File: src/rtl/irr_pkg.sv
package irr_pkg;

  localparam logic [7:0]  OFF_SEL   = 8'h00;
  localparam logic [7:0]  OFF_WIN   = 8'h10;
  localparam logic [2:0]  WIN_SIZE  = 3'd4;
  localparam logic [7:0]  IDX_ID    = 8'h00;
  localparam logic [7:0]  IDX_VER   = 8'h01;
  localparam logic [7:0]  IDX_ARB   = 8'h02;
  localparam logic [7:0]  IDX_TBL   = 8'h10;
  localparam logic [7:0]  VER_CODE  = 8'h11;
  localparam int          BIT_RIRR  = 14;
  localparam int          BIT_MASK  = 16;
  localparam logic [63:0] ENT_RESET = 64'h0000_0000_0001_0000;

  typedef enum logic [2:0] {
    TGT_NONE,
    TGT_ID,
    TGT_VER,
    TGT_ARB,
    TGT_ENTRY
  } tgt_e;

endpackage

File: src/rtl/irr_rst_sync.sv
module irr_rst_sync (
  input  logic clk,
  input  logic rst_n,
  output logic rst_n_sync
);

  logic [1:0] stage_q;

  always_ff @(posedge clk or negedge rst_n) begin
    if (!rst_n) stage_q <= 2'b00;
    else        stage_q <= {stage_q[0], 1'b1};
  end

  assign rst_n_sync = stage_q[1];

endmodule

File: src/rtl/irr_decode.sv
module irr_decode
  import irr_pkg::*;
#(
  parameter int NUM_PINS = 24,
  localparam int IDX_W   = $clog2(NUM_PINS)
) (
  input  logic [7:0]       addr,
  input  logic [2:0]       size,
  input  logic [7:0]       sel,
  output logic             hit_sel,
  output logic             win_ok,
  output tgt_e             tgt,
  output logic [IDX_W-1:0] ent_idx,
  output logic             ent_hi
);

  localparam logic [7:0] TBL_SPAN = 8'(2 * NUM_PINS);

  logic [7:0] tbl_off;
  logic       tbl_hit;

  assign hit_sel = (addr == OFF_SEL);
  assign win_ok  = (addr == OFF_WIN) && (size == WIN_SIZE);

  assign tbl_off = sel - IDX_TBL;
  assign tbl_hit = (sel >= IDX_TBL) && (tbl_off < TBL_SPAN);
  assign ent_idx = IDX_W'(tbl_off >> 1);
  assign ent_hi  = tbl_off[0];

  always_comb begin
    tgt = TGT_NONE;
    if (sel == IDX_ID)       tgt = TGT_ID;
    else if (sel == IDX_VER) tgt = TGT_VER;
    else if (sel == IDX_ARB) tgt = TGT_ARB;
    else if (tbl_hit)        tgt = TGT_ENTRY;
  end

endmodule

File: src/rtl/irr_entry.sv
module irr_entry
  import irr_pkg::*;
(
  input  logic        clk,
  input  logic        rst_n,
  input  logic        wr_lo,
  input  logic        wr_hi,
  input  logic [31:0] wdata,
  input  logic        rirr_set,
  input  logic        rirr_clr,
  output logic [63:0] entry_o
);

  logic [63:0] ent_q;
  logic [63:0] ent_d;
  logic        ent_en;

  always_comb begin
    ent_d = ent_q;
    if (wr_lo) begin
      ent_d[31:0]     = wdata;
      ent_d[BIT_RIRR] = ent_q[BIT_RIRR];
    end
    if (wr_hi) ent_d[63:32] = wdata;
    if (rirr_set)      ent_d[BIT_RIRR] = 1'b1;
    else if (rirr_clr) ent_d[BIT_RIRR] = 1'b0;
  end

  assign ent_en = wr_lo | wr_hi | rirr_set | rirr_clr;

  always_ff @(posedge clk or negedge rst_n) begin
    if (!rst_n)      ent_q <= ENT_RESET;
    else if (ent_en) ent_q <= ent_d;
  end

  assign entry_o = ent_q;

  // without a strobe the remote-IRR bit never moves
  assert_rirr_hold_R10: assert property (@(posedge clk) disable iff (!rst_n)
    (!rirr_set && !rirr_clr) |=> $stable(entry_o[BIT_RIRR]));

  // a set strobe always lands, even against a clear
  assert_rirr_set_R10: assert property (@(posedge clk) disable iff (!rst_n)
    rirr_set |=> entry_o[BIT_RIRR]);

  // writing the high half leaves the low half untouched
  assert_hi_keeps_lo_R6: assert property (@(posedge clk) disable iff (!rst_n)
    (wr_hi && !wr_lo && !rirr_set && !rirr_clr) |=> $stable(entry_o[31:0]));

endmodule

File: src/rtl/irr_read_mux.sv
module irr_read_mux
  import irr_pkg::*;
#(
  parameter int NUM_PINS = 24,
  localparam int IDX_W   = $clog2(NUM_PINS)
) (
  input  logic             rd,
  input  logic             hit_sel,
  input  logic             win_ok,
  input  tgt_e             tgt,
  input  logic [IDX_W-1:0] ent_idx,
  input  logic             ent_hi,
  input  logic [7:0]       sel,
  input  logic [7:0]       id,
  input  logic [63:0]      ent_i [NUM_PINS],
  output logic [31:0]      rdata
);

  localparam logic [31:0] VER_WORD = {8'h00, 8'(NUM_PINS - 1), 8'h00, VER_CODE};

  logic [63:0] ent_sel;

  always_comb begin
    ent_sel = '0;
    for (int n = 0; n < NUM_PINS; n++) begin
      if (ent_idx == IDX_W'(n)) ent_sel = ent_i[n];
    end
  end

  always_comb begin
    rdata = '0;
    if (rd) begin
      if (hit_sel) begin
        rdata = {24'h0, sel};
      end else if (win_ok) begin
        unique case (tgt)
          TGT_ID:    rdata = {id, 24'h0};
          TGT_VER:   rdata = VER_WORD;
          TGT_ARB:   rdata = '0;
          TGT_ENTRY: rdata = ent_hi ? ent_sel[63:32] : ent_sel[31:0];
          default:   rdata = '0;
        endcase
      end
    end
  end

endmodule

File: src/rtl/irq_redir_regfile.sv
module irq_redir_regfile
  import irr_pkg::*;
#(
  parameter int NUM_PINS = 24
) (
  input  logic                     clk,
  input  logic                     rst_n,
  input  logic                     bus_wr,
  input  logic                     bus_rd,
  input  logic [7:0]               bus_addr,
  input  logic [2:0]               bus_size,
  input  logic [31:0]              bus_wdata,
  output logic [31:0]              bus_rdata,
  input  logic [NUM_PINS-1:0]      rirr_set,
  input  logic [NUM_PINS-1:0]      rirr_clr,
  output logic [NUM_PINS*64-1:0]   entries_o,
  output logic                     tbl_chg_o
);

  localparam int IDX_W = $clog2(NUM_PINS);

  logic             rst_ni;
  logic [7:0]       sel_q, sel_d;
  logic [7:0]       id_q, id_d;
  logic             chg_q, chg_d;
  logic             hit_sel, win_ok, ent_hi;
  tgt_e             tgt;
  logic [IDX_W-1:0] ent_idx;
  logic             sel_we, id_we, ent_we;
  logic [63:0]      ent_arr [NUM_PINS];

  irr_rst_sync u_rst (
    .clk        (clk),
    .rst_n      (rst_n),
    .rst_n_sync (rst_ni)
  );

  irr_decode #(.NUM_PINS(NUM_PINS)) u_dec (
    .addr    (bus_addr),
    .size    (bus_size),
    .sel     (sel_q),
    .hit_sel (hit_sel),
    .win_ok  (win_ok),
    .tgt     (tgt),
    .ent_idx (ent_idx),
    .ent_hi  (ent_hi)
  );

  assign sel_we = bus_wr && hit_sel;
  assign id_we  = bus_wr && win_ok && (tgt == TGT_ID);
  assign ent_we = bus_wr && win_ok && (tgt == TGT_ENTRY);

  always_comb begin
    sel_d = sel_we ? bus_wdata[7:0]   : sel_q;
    id_d  = id_we  ? bus_wdata[31:24] : id_q;
    chg_d = ent_we;
  end

  always_ff @(posedge clk or negedge rst_ni) begin
    if (!rst_ni) begin
      sel_q <= '0;
      id_q  <= '0;
      chg_q <= 1'b0;
    end else begin
      if (sel_we) sel_q <= sel_d;
      if (id_we)  id_q  <= id_d;
      chg_q <= chg_d;
    end
  end

  generate
    for (genvar n = 0; n < NUM_PINS; n++) begin : g_ent
      logic hit_n;
      assign hit_n = ent_we && (ent_idx == IDX_W'(n));
      irr_entry u_ent (
        .clk      (clk),
        .rst_n    (rst_ni),
        .wr_lo    (hit_n && !ent_hi),
        .wr_hi    (hit_n && ent_hi),
        .wdata    (bus_wdata),
        .rirr_set (rirr_set[n]),
        .rirr_clr (rirr_clr[n]),
        .entry_o  (ent_arr[n])
      );
      assign entries_o[64*n +: 64] = ent_arr[n];
    end
  endgenerate

  irr_read_mux #(.NUM_PINS(NUM_PINS)) u_mux (
    .rd      (bus_rd),
    .hit_sel (hit_sel),
    .win_ok  (win_ok),
    .tgt     (tgt),
    .ent_idx (ent_idx),
    .ent_hi  (ent_hi),
    .sel     (sel_q),
    .id      (id_q),
    .ent_i   (ent_arr),
    .rdata   (bus_rdata)
  );

  assign tbl_chg_o = chg_q;

  // the pulse only follows a sized window write
  assert_chg_src_R9: assert property (@(posedge clk) disable iff (!rst_ni)
    tbl_chg_o |-> $past(bus_wr && bus_addr == OFF_WIN && bus_size == WIN_SIZE));

  // a window read of the wrong size returns zero
  assert_size_gate_R3: assert property (@(posedge clk) disable iff (!rst_ni)
    (bus_rd && bus_addr == OFF_WIN && bus_size != WIN_SIZE) |-> (bus_rdata == 32'h0));

  // unmapped offsets read zero
  assert_unmapped_R2: assert property (@(posedge clk) disable iff (!rst_ni)
    (bus_rd && bus_addr != OFF_SEL && bus_addr != OFF_WIN) |-> (bus_rdata == 32'h0));

  // identifier reads carry nothing below bit 24
  assert_id_low_zero_R4: assert property (@(posedge clk) disable iff (!rst_ni)
    (bus_rd && bus_addr == OFF_WIN && bus_size == WIN_SIZE && sel_q == IDX_ID)
      |-> (bus_rdata[23:0] == 24'h0));

endmodule

File: config.mk
export PLATFORM = sky130hd
export DESIGN_NAME = irq_redir_regfile
export DESIGN_NICKNAME = d
export VERILOG_FILES = /design/src/rtl/irr_pkg.sv /design/src/rtl/irr_rst_sync.sv /design/src/rtl/irr_decode.sv /design/src/rtl/irr_entry.sv /design/src/rtl/irr_read_mux.sv /design/src/rtl/irq_redir_regfile.sv
export SDC_FILE = /design/constraint.sdc
export NUM_CORES = 2
export LEC_CHECK = 0
export BUFFER_PORTS_ARGS = -buffer_cell sky130_fd_sc_hd__buf_4
export CAP_MARGIN = 10
export CELL_PAD_IN_SITES_DETAIL_PLACEMENT = 0
export CELL_PAD_IN_SITES_GLOBAL_PLACEMENT = 2
export CORE_AREA = 2 2 657 659
export DETAILED_ROUTE_END_ITERATION = 12
export DIE_AREA = 0 0 659 661
export PLACE_DENSITY = 0.39
export SYNTH_ARGS = -nofsm -noshare
export SYNTH_HDL_FRONTEND = slang
export SYNTH_SLANG_ARGS = --single-unit
File: constraint.sdc
create_clock -name clk -period 83.9 [get_ports clk]
set_input_delay 12.585 -clock clk [delete_from_list [all_inputs] [get_ports clk]]
set_output_delay 12.585 -clock clk [all_outputs]
set_load 0.01 [all_outputs]
==> impl_metrics.ini <==
[outcome]
outcome = finished with violations
failed_checks = capacitance limit, slew limit

[sta]
rsz0062_at_grt = false
min_period_ns = 28.66
worst_pin_slew_ns = 1.582
fin_crit_sh_pct = 34.16
fin_skew_ns = 0.05064
hold_viol_final = 0
finalMaxSlewViolations = 2
fmax_mhz = 34.89
timing.hold.ws_ns = 0.3547
fin_ws_ns = 55.24
max-slew-margin-rel_pct = -6.560
finalSetupViolations = 0
tns_ns = 0

[pwr]
cellLeakagePower_nw = 47.65
seq_power_share_pct = 41.4
switching_power_mw = 0.4889
power_frac_clock_pct = 53.7
ir_drop_uv = 17.11
powerDensity_mw_per_mm2 = 18.64
internal_power_mw = 1.335
p_sw_share_pct = 26.80
pwr-share-comb_pct = 4.9

[worst_setup_path]
timing.rr.end = g_ent[19].u_ent.entry_o[6]$_DFFE_PN0P_
crit_slowest_cell = or4_1
cp-start-kind = input port
critPathArrivalTime_ns = 16.07
end_kind = output port
r2r_start = sel_q[1]$_DFFE_PN0P_
path_delay_family = simple AND/OR/NAND/NOR gates
path_buf_inv = 4
critical_path_depth = 12
required_ns = 71.32
cpPeakStageDelay_ns = 0.53
cp_cell_sequence = buf_4 > nor4_1 > nand2_1 > nor3_4 > nand2_1 > buf_4 > nor2_4 > buf_4 > nand2_1 > or4_1 > o32ai_1 > buf_4
rrSetupSlack_ns = 78.06
crit_top_cell = buf_4
worst_r2r_path_depth = 8
worstPathMaxFanout = 13
critPathKind = in -> out

[routing]
met2WireLength_um = 296800
met3_length_um = 44640
drt-initial-drc-count = 5717
routed_wl_um = 640800
wl_met1_um = 273300
highest_layer = met5
first_pass_iters = 8
num_vias = 61030
wl_per_cell_um = 49.19
ant_nets = 0
vias_per_cell = 4.685
drc = 0

[cts]
cts.sinks = 1555
cts_hold_buf = 0
tritoncts = done
ctsRootBufferMaster = clkbuf_16
cts_resized = 0
clk_path_buf_depth = 4
htreeDepth = 4
clk-insertion-delay-late_ns = 0.97
cts_setup_buffers = 0
cts_buffers = 219
clkSlewWorstSetupHoldPaths_ns = 0.06

[synth]
ys.flop_type = dfrtp_1
ys_warn_count = 0
synth_nets = 5601
syn_inst = 5504
synth_most_common_cell = dfrtp_1
yosysTopAreaCellShare_pct = 53.76
avgSynthCellArea_um2 = 12.95
synthesis.area_mm2 = 0.07127
synthTopCellsByArea = dfrtp_1, mux2_2, a22oi_1
yosysUniqueCellTypes = 88
ys_seq_area_share_pct = 54.64
synth-seq-cells = 1555
yosysTopAreaCell = dfrtp_1
synth_edf_count = 0
synth_commonest_cells = dfrtp_1, mux2_2, a22oi_1, clkbuf_1, a21oi_1
synth-async-reset-ratio_pct = 100.0

[grt]
grt_max_degree = 147
grt_pass1_wl_um = 792400
antenna_found_initial = 81
grt_overflow = 0
grtUsageTotal_pct = 28.44
grt_pass1_vias = 60710

[die]
rows = 241
ioPinCount = 1664
die_w_um = 659
die_area_mm2 = 0.4356
core_area_mm2 = 0.4291
initial_core_util_pct = 16.61
chipHeight_um = 661

[worst_hold_path]
whs_path_depth = 0
hold_path.class = reg -> reg
hp-start = u_rst.stage_q[0]$_DFF_PN0_
hold-path-endpoint = u_rst.stage_q[1]$_DFF_PN0_

[final_layout]
final_cells = 13030
seqCellArea_mm2 = 0.03896
finish.utilization_pct = 22.81
num-nets-final = 7208
multiInputGateArea_mm2 = 0.02981
area_delta_synth_final_pct = 37.33
nFillCells = 46050
drive_gt1_share_pct = 51.74

[place]
place.gp.congestion = 0.8795
io_buffers = 1663
dp_slack_ns = 55.33
dp_hpwl_um = 472400
dp.cells = 12600

[job]
max-cap-violations = 1
-- stage by stage --
step	instance area (µm²)	total power, mW
finish	97870	1.824
detailed placement	90560	0.8593
floorplan	71270	0.8031
global placement	90530	0.8592
CTS	97810	1.854
global route	97810	1.882
-- flip-flops by register name (all words and copies together) (netlist names) --
signal	cells
id_q	8
g_ent.u_ent.entry_o	1536
u_rst.stage_q	2
tbl_chg_o	1
sel_q	8
-- worst max-delay path by stage --
stage,start,endpoint,slack [ns]
final,bus_addr[2],bus_rdata[14],55.24
after global routing,bus_addr[2],bus_rdata[14],55.27
after CTS,bus_addr[2],bus_rdata[14],55.33
after detailed placement,bus_addr[2],bus_rdata[14],55.33
after global placement,bus_addr[2],bus_rdata[14],55.25
after floorplan,u_rst.stage_q[1]$_DFF_PN0_,g_ent[0].u_ent.entry_o[0]$_DFFE_PN0P_,37.39
-- power groups by stage --
stage	combinational [mW]	sequential (mW)	clock (mW)
after floorplan	0.0246	0.778	0
after global routing	0.0930	0.755	1.03
after CTS	0.0910	0.755	1.01
after detailed placement	0.0909	0.768	0
after global placement	0.0908	0.768	0
final	0.0895	0.755	0.980
-- metal layers --
layer	GRT usage, %	up-vias
met4	9.717	8
met3	6.915	588
li1	-	23890
met1	36.74	33840
met5	0	-
met2	46.20	2711
-- final cells by class --
class,count,share of cell area (%)
diodes,26,0.06648
clock buffers,351,6.745
clock inverters,50,0.6609
inverters,35,0.1393
multi-input cells,3379,30.45
flip-flops and latches,1555,39.81
well taps,5710,7.300
repair buffers,1921,14.82
-- cells in the final DEF (no fill, tap or decap), types with 11 or more instances in the layout --
cell type     n
buf_4      1913
dfrtp_1    1525
mux2_2     1342
a22oi_1     294
clkbuf_16   223
a21oi_1     196
mux2_1      196
nand2_1     185
o21ai_0     155
nor2_1      134
a221oi_1     81
clkbuf_1     74
nor2_4       70
o22ai_1      69
clkbuf_8     54
nand3_1      53
mux2i_1      50
nand4_1      49
o221ai_1     36
nor3_1       36
a21o_1       36
inv_1        31
a222oi_1     29
a31oi_1      29
a211oi_1     28
a22o_1       28
diode_2      26
o211ai_1     25
clkinv_2     25
dfstp_2      24
and3_1       20
a221o_1      17
a2111oi_0    14
o2111ai_1    14
bufinv_16    11
-- cells by family after synthesis --
kind of cell,after synthesis,synth area share (%)
multiplexers,1593,25.16
flip-flops,1555,54.64
AO/OA/AOI/OAI,1133,11.11
AND/OR/NAND/NOR,650,4.893
buffers and inverters,570,4.152
adder cells (fa/ha/maj),2,0.03511
other,1,0.005262
Power figures use the tool's default switching activity.
